$ cat config.mk
export PLATFORM = sky130hd
export DESIGN_NAME = isa_acq_ctrl
export DESIGN_NICKNAME = d
export VERILOG_FILES = /design/src/rtl/acq_pkg.sv /design/src/rtl/acq_sync.sv /design/src/rtl/acq_decode.sv /design/src/rtl/acq_seq.sv /design/src/rtl/isa_acq_ctrl.sv
export SDC_FILE = /design/constraint.sdc
export NUM_CORES = 1
export LEC_CHECK = 0
export CORE_ASPECT_RATIO = 0.9
export CORE_MARGIN = 5
export CORE_UTILIZATION = 45
export CTS_BUF_LIST = sky130_fd_sc_hd__clkbuf_4
export DETAILED_ROUTE_END_ITERATION = 8
export GPL_ROUTABILITY_DRIVEN = 0
export MAX_ROUTING_LAYER = met4
export PLACE_DENSITY = 0.88
export SYNTH_ARGS = -nofsm -noshare
export SYNTH_HDL_FRONTEND = slang
export SYNTH_SLANG_ARGS = --single-unit
$ cat constraint.sdc
create_clock -name clk_i -period 3.9 [get_ports clk_i]
set_input_delay 0.585 -clock clk_i [delete_from_list [all_inputs] [get_ports clk_i]]
set_output_delay 0.585 -clock clk_i [all_outputs]
set_load 0.01 [all_outputs]
$ cat src/rtl/acq_pkg.sv
package acq_pkg;
  localparam int unsigned OFS_DATA  = 0;
  localparam int unsigned OFS_START = 1;
  localparam int unsigned OFS_CTRL  = 2;
  localparam int unsigned OFS_STAT  = 3;
  localparam int unsigned MODE_BIT  = 4;

  typedef enum logic [1:0] {
    S_IDLE,
    S_STRB,
    S_WAIT
  } seq_state_e;
endpackage

$ cat src/rtl/acq_sync.sv
module acq_sync #(
  parameter int unsigned W = 2
) (
  input  logic         clk_i,
  input  logic         rst_ni,
  input  logic [W-1:0] d_i,
  output logic [W-1:0] q_o
);
  for (genvar i = 0; i < W; i++) begin : g_bit
    logic s1, s2;
    always_ff @(posedge clk_i or negedge rst_ni) begin
      if (!rst_ni) begin
        s1 <= 1'b0;
        s2 <= 1'b0;
      end else begin
        s1 <= d_i[i];
        s2 <= s1;
      end
    end
    assign q_o[i] = s2;
  end
endmodule

$ cat src/rtl/acq_decode.sv
module acq_decode #(
  parameter int unsigned ADDR_W = 10,
  parameter int unsigned OFS_W  = 3,
  localparam int unsigned BASE_W = ADDR_W - OFS_W
) (
  input  logic [ADDR_W-1:0] addr_i,
  input  logic              aen_i,
  input  logic [BASE_W-1:0] base_i,
  output logic              hit_o,
  output logic [OFS_W-1:0]  ofs_o
);
  // expansion half of port space only, never during DMA
  assign hit_o = !aen_i && addr_i[ADDR_W-1] && (addr_i[ADDR_W-1:OFS_W] == base_i);
  assign ofs_o = addr_i[OFS_W-1:0];
endmodule

$ cat src/rtl/acq_seq.sv
module acq_seq
  import acq_pkg::*;
#(
  parameter int unsigned CH_W     = 4,
  parameter int unsigned RES_W    = 12,
  parameter int unsigned STRB_LEN = 2,
  localparam int unsigned CNT_W   = $clog2(STRB_LEN) + 1
) (
  input  logic                  clk_i,
  input  logic                  rst_ni,
  input  logic                  start_i,
  input  logic                  scan_i,
  input  logic [CH_W-1:0]       chan_i,
  input  logic                  adc_done_i,
  input  logic [RES_W-1:0]      adc_data_i,
  output logic                  convst_o,
  output logic                  wr_o,
  output logic [CH_W+RES_W-1:0] wdata_o,
  output logic                  busy_o,
  output logic                  done_o
);
  seq_state_e      state_q;
  logic [CNT_W-1:0] cnt_q;
  logic [CH_W-1:0]  cur_q;
  logic             scan_q;

  always_ff @(posedge clk_i or negedge rst_ni) begin
    if (!rst_ni) begin
      state_q <= S_IDLE;
      cnt_q   <= '0;
      cur_q   <= '0;
      scan_q  <= 1'b0;
      wr_o    <= 1'b0;
      wdata_o <= '0;
      done_o  <= 1'b0;
    end else begin
      wr_o   <= 1'b0;
      done_o <= 1'b0;
      unique case (state_q)
        S_IDLE: if (start_i) begin
          cur_q   <= scan_i ? '0 : chan_i;
          scan_q  <= scan_i;
          cnt_q   <= '0;
          state_q <= S_STRB;
        end
        S_STRB: begin
          cnt_q <= cnt_q + 1'b1;
          if (cnt_q == CNT_W'(STRB_LEN - 1)) state_q <= S_WAIT;
        end
        S_WAIT: if (adc_done_i) begin
          wr_o    <= 1'b1;
          wdata_o <= {cur_q, adc_data_i};
          if (scan_q && (cur_q != '1)) begin
            cur_q   <= cur_q + 1'b1;
            cnt_q   <= '0;
            state_q <= S_STRB;
          end else begin
            done_o  <= 1'b1;
            state_q <= S_IDLE;
          end
        end
        default: state_q <= S_IDLE;
      endcase
    end
  end

  assign convst_o = (state_q == S_STRB);
  assign busy_o   = (state_q != S_IDLE);
endmodule

$ cat src/rtl/isa_acq_ctrl.sv
module isa_acq_ctrl
  import acq_pkg::*;
#(
  parameter int unsigned ADDR_W   = 10,
  parameter int unsigned OFS_W    = 3,
  parameter int unsigned CH_W     = 4,
  parameter int unsigned RES_W    = 12,
  parameter int unsigned STRB_LEN = 2,
  localparam int unsigned BUS_W   = CH_W + RES_W,
  localparam int unsigned BASE_W  = ADDR_W - OFS_W
) (
  input  logic              clk_i,
  input  logic              rst_ni,
  input  logic [ADDR_W-1:0] addr_i,
  input  logic              aen_i,
  input  logic              iow_i,
  input  logic              ior_i,
  input  logic [BUS_W-1:0]  data_i,
  output logic [BUS_W-1:0]  data_o,
  output logic              data_oe_o,
  input  logic [BASE_W-1:0] base_i,
  output logic              convst_o,
  input  logic              adc_done_i,
  input  logic [RES_W-1:0]  adc_data_i,
  output logic              fifo_wr_o,
  output logic [BUS_W-1:0]  fifo_wdata_o,
  output logic              fifo_rd_o,
  input  logic [BUS_W-1:0]  fifo_rdata_i,
  input  logic              fifo_empty_i,
  output logic              irq_o
);
  logic [1:0] strb_s;
  logic iow_s, ior_s, iow_q, ior_q;
  logic hit;
  logic [OFS_W-1:0] ofs;

  acq_sync #(.W(2)) u_sync (
    .clk_i (clk_i),
    .rst_ni(rst_ni),
    .d_i   ({iow_i, ior_i}),
    .q_o   (strb_s)
  );
  assign iow_s = strb_s[1];
  assign ior_s = strb_s[0];

  acq_decode #(.ADDR_W(ADDR_W), .OFS_W(OFS_W)) u_dec (
    .addr_i(addr_i),
    .aen_i (aen_i),
    .base_i(base_i),
    .hit_o (hit),
    .ofs_o (ofs)
  );

  logic iow_rise, ior_rise, ior_fall;
  assign iow_rise = iow_s & ~iow_q;
  assign ior_rise = ior_s & ~ior_q;
  assign ior_fall = ~ior_s & ior_q;

  logic sel_data, sel_start, sel_ctrl, sel_stat;
  assign sel_data  = hit && (ofs == OFS_W'(OFS_DATA));
  assign sel_start = hit && (ofs == OFS_W'(OFS_START));
  assign sel_ctrl  = hit && (ofs == OFS_W'(OFS_CTRL));
  assign sel_stat  = hit && (ofs == OFS_W'(OFS_STAT));

  logic [CH_W-1:0] chan_q;
  logic            scan_q;
  logic            seq_start, seq_busy, seq_done;
  assign seq_start = iow_rise && sel_start;

  acq_seq #(.CH_W(CH_W), .RES_W(RES_W), .STRB_LEN(STRB_LEN)) u_seq (
    .clk_i     (clk_i),
    .rst_ni    (rst_ni),
    .start_i   (seq_start),
    .scan_i    (scan_q),
    .chan_i    (chan_q),
    .adc_done_i(adc_done_i),
    .adc_data_i(adc_data_i),
    .convst_o  (convst_o),
    .wr_o      (fifo_wr_o),
    .wdata_o   (fifo_wdata_o),
    .busy_o    (seq_busy),
    .done_o    (seq_done)
  );

  logic unused_bits;
  assign unused_bits = ^{data_i[BUS_W-1:MODE_BIT+1], seq_busy};

  logic pop_arm, stat_arm, empty_q, armed_q, irq_q;
  logic irq_set;
  assign irq_set = armed_q && fifo_empty_i && !empty_q;

  always_ff @(posedge clk_i or negedge rst_ni) begin
    if (!rst_ni) begin
      iow_q     <= 1'b0;
      ior_q     <= 1'b0;
      chan_q    <= '0;
      scan_q    <= 1'b0;
      pop_arm   <= 1'b0;
      stat_arm  <= 1'b0;
      fifo_rd_o <= 1'b0;
      empty_q   <= 1'b1;
      armed_q   <= 1'b0;
      irq_q     <= 1'b0;
    end else begin
      iow_q     <= iow_s;
      ior_q     <= ior_s;
      empty_q   <= fifo_empty_i;
      fifo_rd_o <= 1'b0;
      if (iow_rise && sel_ctrl) begin
        chan_q <= data_i[CH_W-1:0];
        scan_q <= data_i[MODE_BIT];
      end
      // decode captured at strobe start, acted on at strobe end
      if (ior_rise) begin
        pop_arm  <= sel_data && !fifo_empty_i;
        stat_arm <= sel_stat;
      end
      if (ior_fall) begin
        fifo_rd_o <= pop_arm;
        pop_arm   <= 1'b0;
        stat_arm  <= 1'b0;
      end
      if (seq_start)     armed_q <= 1'b0;
      else if (seq_done) armed_q <= 1'b1;
      else if (irq_set)  armed_q <= 1'b0;
      if (irq_set)                    irq_q <= 1'b1;
      else if (ior_fall && stat_arm)  irq_q <= 1'b0;
    end
  end

  assign data_oe_o = ior_s && (sel_data || sel_stat);
  assign data_o = sel_data ? (fifo_empty_i ? '0 : fifo_rdata_i)
                           : {{(BUS_W-2){1'b0}}, irq_q, fifo_empty_i};
  assign irq_o = irq_q;
endmodule

# After elaboration in Yosys (flattened, before gate mapping)

Cells that the tools add are included.

Output and inout bits: 37
Bits in registers: 44

Multiplexer cells: 31
Reductions and logical operators: 30
Bitwise gates (word level): 6
$add $sub $neg: 2
Eq/ne operators: 12

Operators by type and width:

| cell                                                   | count |
|---|---|
| two-way mux 16 bit                                     | 2 |
| two-way mux 1 bit                                      | 16 |
| two-way mux 4 bit                                      | 4 |
| logical AND 1 bit                                      | 14 |
| two-way mux 2 bit                                      | 6 |
| one-hot mux 2 bit (3 select lines)                     | 2 |
| one-hot mux 4 bit (2 select lines)                     | 1 |
| AND reduction 4 bit                                    | 2 |
| equality test 7 bit                                    | 1 |
| equality test 3 x 2 -> 1 bit (second input constant)   | 2 |
| nonzero test 2 bit                                     | 3 |
| nonzero test 3 bit                                     | 2 |
| adder 4 x 1 -> 4 bit (second input constant)           | 1 |
| equality test 2 x 1 -> 1 bit (second input constant)   | 2 |
| inequality test 2 x 1 -> 1 bit (second input constant) | 2 |
| inequality test 2 bit (second input constant)          | 2 |
| inequality test 4 bit (second input constant)          | 1 |
| AND reduction 2 bit                                    | 2 |
| AND 1 bit                                              | 3 |
| equality test 3 x 1 -> 1 bit (second input constant)   | 1 |
| zero test 1 bit                                        | 3 |
| zero test 3 bit                                        | 1 |
| NOT 1 bit                                              | 3 |
| AND reduction 3 bit                                    | 1 |
| other kinds (4)                                        | 4 |

# Logic depth before layout (Yosys ltp)

Depth in word-level cells: 7
Depth in mapped cells: 7
Gate-level depth less buffers: 6

# By module

From an unflattened synthesis, not the netlist that was laid out.

Cells, all modules: 187
Area, all modules: 2220.9 µm²

By module, submodules not included:

| module       | seq. area each (µm²) | area an instance (µm²) | cells an instance | instances |
|---|---|---|---|---|
| acq_seq      | 675.6                | 1315.0                 | 104               | 1 |
| isa_acq_ctrl | 326.6                | 689.4                  | 65                | 1 |
| acq_sync     | 100.1                | 115.1                  | 6                 | 1 |
| acq_decode   | 0.0                  | 101.3                  | 12                | 1 |

# Least setup slack after synthesis

OpenSTA, ideal clock, no wires.

Kind: input to output
Start: in aen_i
End: out data_o[10]
Path slack: 1.652 ns
Arrival time: 1.663 ns
Required time: 3.315 ns
Cell stages on the path: 5
Cell sequence: and4bb_1 > nand3_1 > and4bb_2 > clkbuf_1 > and2_1

Longest elaborated chain between the ends: 5

RTL lines:

| what                           | RTL line            | RTL |
|---|---|---|
| from (decl)                    | isa_acq_ctrl.sv:15  | `input logic aen_i,` |
| zero test 1 bit                | acq_decode.sv:13    | `assign hit_o = !aen_i && addr_i[ADDR_W-1] && (addr_i[ADDR_W-1:OFS_W] == base_i);` |
| logical AND 1 bit (2 in a row) | acq_decode.sv:13    |  |
| logical AND 1 bit              | isa_acq_ctrl.sv:60  | `assign sel_data = hit && (ofs == OFS_W'(OFS_DATA));` |
| two-way mux 16 bit             | isa_acq_ctrl.sv:132 | `assign data_o = sel_data ? (fifo_empty_i ? '0 : fifo_rdata_i)` |
| to (decl)                      | isa_acq_ctrl.sv:19  | `output logic [BUS_W-1:0] data_o,` |

No other way between the ends.

# Worst setup path after layout

Start: in base_i[3]
End: out data_o[1]

Longest elaborated chain between the ends: 4

RTL lines:

| what                | RTL line            | RTL |
|---|---|---|
| from (decl)         | isa_acq_ctrl.sv:21  | `input logic [BASE_W-1:0] base_i,` |
| equality test 7 bit | acq_decode.sv:13    |  |
| logical AND 1 bit   | acq_decode.sv:13    |  |
| logical AND 1 bit   | isa_acq_ctrl.sv:60  |  |
| two-way mux 16 bit  | isa_acq_ctrl.sv:132 |  |

No other way between the ends.

==> impl_metrics.env <==
export IMPL_via_per_inst=4.77
export IMPL_clk_pin_slew_ns=0.12
export IMPL_synth_fp_nets=279
export IMPL_endpoint_kind="output port"
export IMPL_die_x_um=82.2
export IMPL_syn_cell_area_um2=2110
export IMPL_fmax_mhz=308
export IMPL_grt_setup_unrepaired="false"
export IMPL_synth_top_area_share_pct=51.0
export IMPL_grt_pass1_wl_um=8020
export IMPL_p_seq_share_pct=59.2
export IMPL_p_sw_mw=0.179
export IMPL_clock_sinks=44
export IMPL_cp_buffers_inverters=2
export IMPL_ios=105
export IMPL_synth_area_leader_cell="dfrtp_1"
export IMPL_p_clk_share_pct=27.5
export IMPL_synth_area_top_cells="dfrtp_1 (51%), nand2_1 (11%), and2_1 (4.5%)"
export IMPL_die_h_um=74.9
export IMPL_num_antenna_cells=0
export IMPL_numCtsBuffers=5
export IMPL_outcome="completed"
export IMPL_crit_family="buffers and inverters"
export IMPL_worstPathMaxFanout=4
export IMPL_p_int_mw=0.614
export IMPL_clk_latency_ns=0.35
export IMPL_fillers=336
export IMPL_peakVddDrop_uv=204
export IMPL_p_comb_share_pct=13.3
export IMPL_initial_core_util_pct=47.0
export IMPL_core_region_area_um2=4490
export IMPL_min_period_ns=3.25
export IMPL_grt_overflow_total=0
export IMPL_drive_above_1_share_pct=9.51
export IMPL_max_slew_margin_pct=37.6
export IMPL_htreeDepth=2
export IMPL_leakage_nw=1.47
export IMPL_grt_pass1_vias=1736
export IMPL_dieArea_um2=6160
export IMPL_cts_resized=0
export IMPL_hpwl_um=3930
export IMPL_ys_types=41
export IMPL_yosysWarningCount=0
export IMPL_post_drt_wl_per_cell_um=13.6
export IMPL_setup_violations=0
export IMPL_avgSynthCellArea_um2=10.1
export IMPL_fin_setup_tns_ns=0
export IMPL_first_iter_violations=76
export IMPL_placementRows=23
export IMPL_synth_ff_type="dfrtp_1"
export IMPL_critical_path_class="in2out"
export IMPL_firstDrtPassIters=4
export IMPL_final_hold_violation_count=0
export IMPL_power_density_nw_per_um2=252
export IMPL_area_growth_pct=49.5
export IMPL_clk_path_buf_depth=2
export IMPL_synth_edf_count=0
export IMPL_cp_arrival_ns=2.66
export IMPL_path_cells="clkdlybuf4s50_1, xnor2_1, nand4_2, nor3_2, nand2_1, mux2_2, clkdlybuf4s50_1"
export IMPL_hold_buffers=0
export IMPL_p_total_mw=0.793
export IMPL_ant_nets=0
export IMPL_yosysSeqAreaShare_pct=52.3
export IMPL_hold_path_class="in2async"
export IMPL_path_common_cell="clkdlybuf4s50_1"
export IMPL_slowest_stage="clkdlybuf4s50_1"
export IMPL_tightest_slew_ns=0.936
export IMPL_nNetsFinal=375
export IMPL_grtUsageTotal_pct=17.7
export IMPL_dr_total_vias=1752
export IMPL_layout_commonest_cell="clkdlybuf4s50_1"
export IMPL_slew_viol_final=0
export IMPL_synthCells=208
export IMPL_cp_start_kind="input pin"
export IMPL_synth_async_reset_ratio_pct=100
export IMPL_drv_cap=0
export IMPL_fin_worst_skew_ns=0.00936
export IMPL_layout_common_cells="clkdlybuf4s50_1 (92), nand2_1 (60), dfrtp_1 (43)"
export IMPL_grt_max_degree=45
export IMPL_portBuffers=93
export IMPL_ys_ff_latch=44
export IMPL_cp_required_ns=3.31
export IMPL_slowest_delay_ns=0.54
export IMPL_wl_um=4990
export IMPL_cts_root_buf="clkbuf_4"
export IMPL_drc_errors=0
export IMPL_switching_share_pct=22.5
export IMPL_cts_setup_buffers=0
export IMPL_timing_final_crit_share_pct=83.2
export IMPL_cts_tree="done"
export IMPL_antenna_found_initial=0
[path summary, 6_finish.rpt]
| check | slack, ns | from | depth (start not counted) | end |
|---|---|---|---|---|
| min reg2reg | 0.36 | u_sync.g_bit[0].s1$_DFF_PN0_ | 0 | u_sync.g_bit[0].s2$_DFF_PN0_ |
| max in group asynchronous | 2.95 | rst_ni | 1 | u_seq.wdata_o[7]$_DFFE_PN0P_ |
| max reg2reg | 1.88 | u_seq.state_q[1]$_DFFE_PN0P_ | 6 | u_seq.cur_q[3]$_DFFE_PN0P_ |
| min in group clk_i | 0.36 | u_sync.g_bit[0].s1$_DFF_PN0_ | 0 | u_sync.g_bit[0].s2$_DFF_PN0_ |
| max | 0.65 | base_i[3] | 7 | data_o[1] |
| min | 0.36 | rst_ni | 1 | u_seq.wdata_o[9]$_DFFE_PN0P_ |
[logic make-up (layout without fill, tap and decap cells)]
group           count (synthesis)  count (layout)  synth area share, %
mux                            10              10                 5.40
compound gates                 19              19                 6.11
buf+inv                        11             108                 2.02
fa+ha+maj                       3               3                 1.78
xor+xnor                        8               8                 4.04
flops                          44              44                 52.3
simple gates                  113             113                 28.4
[synthesized netlist by cell type, types with 2 or more instances]
library cell / count
nand2_1: 60
dfrtp_1: 43
and2_1: 15
nor2_1: 9
mux2_2: 7
nand2b_1: 7
inv_1: 6
nand3_1: 6
o21ai_0: 5
a21oi_1: 3
clkbuf_1: 3
ha_1: 3
xnor2_1: 3
xor2_1: 3
a22o_1: 2
a22oi_1: 2
and4_1: 2
mux2i_1: 2
nand2_4: 2
nor2b_1: 2
nor3_1: 2
xnor2_2: 2
[power groups by stage]
stage               Sequential, mW  Clock [mW]  Combinational, mW
floorplan                    0.477           0             0.0311
global placement             0.478           0              0.103
detailed placement           0.478           0              0.106
CTS                          0.469       0.224              0.106
global route                 0.471       0.241              0.116
finish                       0.469       0.218              0.105
[per-layer routing]
layer  GRT usage [%]  vias to the layer above  routed length, um
li1                -                      881                  -
met1            21.6                      826               2080
met2            29.1                       41               2680
met3            3.95                        4                182
met4            5.90                        0                 54
met5               -                        -                  0
[sequential cells by signal, indices dropped and copies added (netlist names), 2 cells and up]
name,cells
u_seq.wdata_o,16
chan_q,4
u_seq.cur_q,4
u_seq.cnt_q,2
u_seq.state_q,2
u_sync.g_bit.s1,2
u_sync.g_bit.s2,2
[through the flow]
stage	hold slack, ns	setup slack (ns)	std cells	instance area (um^2)	utilization (%)
final	0.359	0.654	367	3150	70.2
after global routing	0.366	0.570	367	3150	70.2
after CTS	0.361	0.665	367	3150	70.2
after detailed placement	0.336	0.669	359	3100	69.0
after global placement	0.331	0.713	359	3100	69.0
after floorplan	0.289	1.65	208	2110	-
[final cells by class]
cell class                      instances  area (um^2)  area share, %
Sequential cell                        44         1100           35.0
Tap cell                               62         77.6           2.46
Clock buffer                            7         52.6           1.67
Multi-Input combinational cell        153          963           30.6
Clock inverter                          1         3.75          0.119
Timing Repair Buffer                   93          926           29.4
Inverter                                7         26.3          0.834
[worst reg2reg max path, cell delays in order, from the launching register on]
cell	delay, ns
dfrtp_1	0.60
nand3b_4	0.28
inv_2	0.34
and3_4	0.28
and4_1	0.24
a22o_1	0.15
a21oi_1	0.04
(Power assumes the default switching activity.)
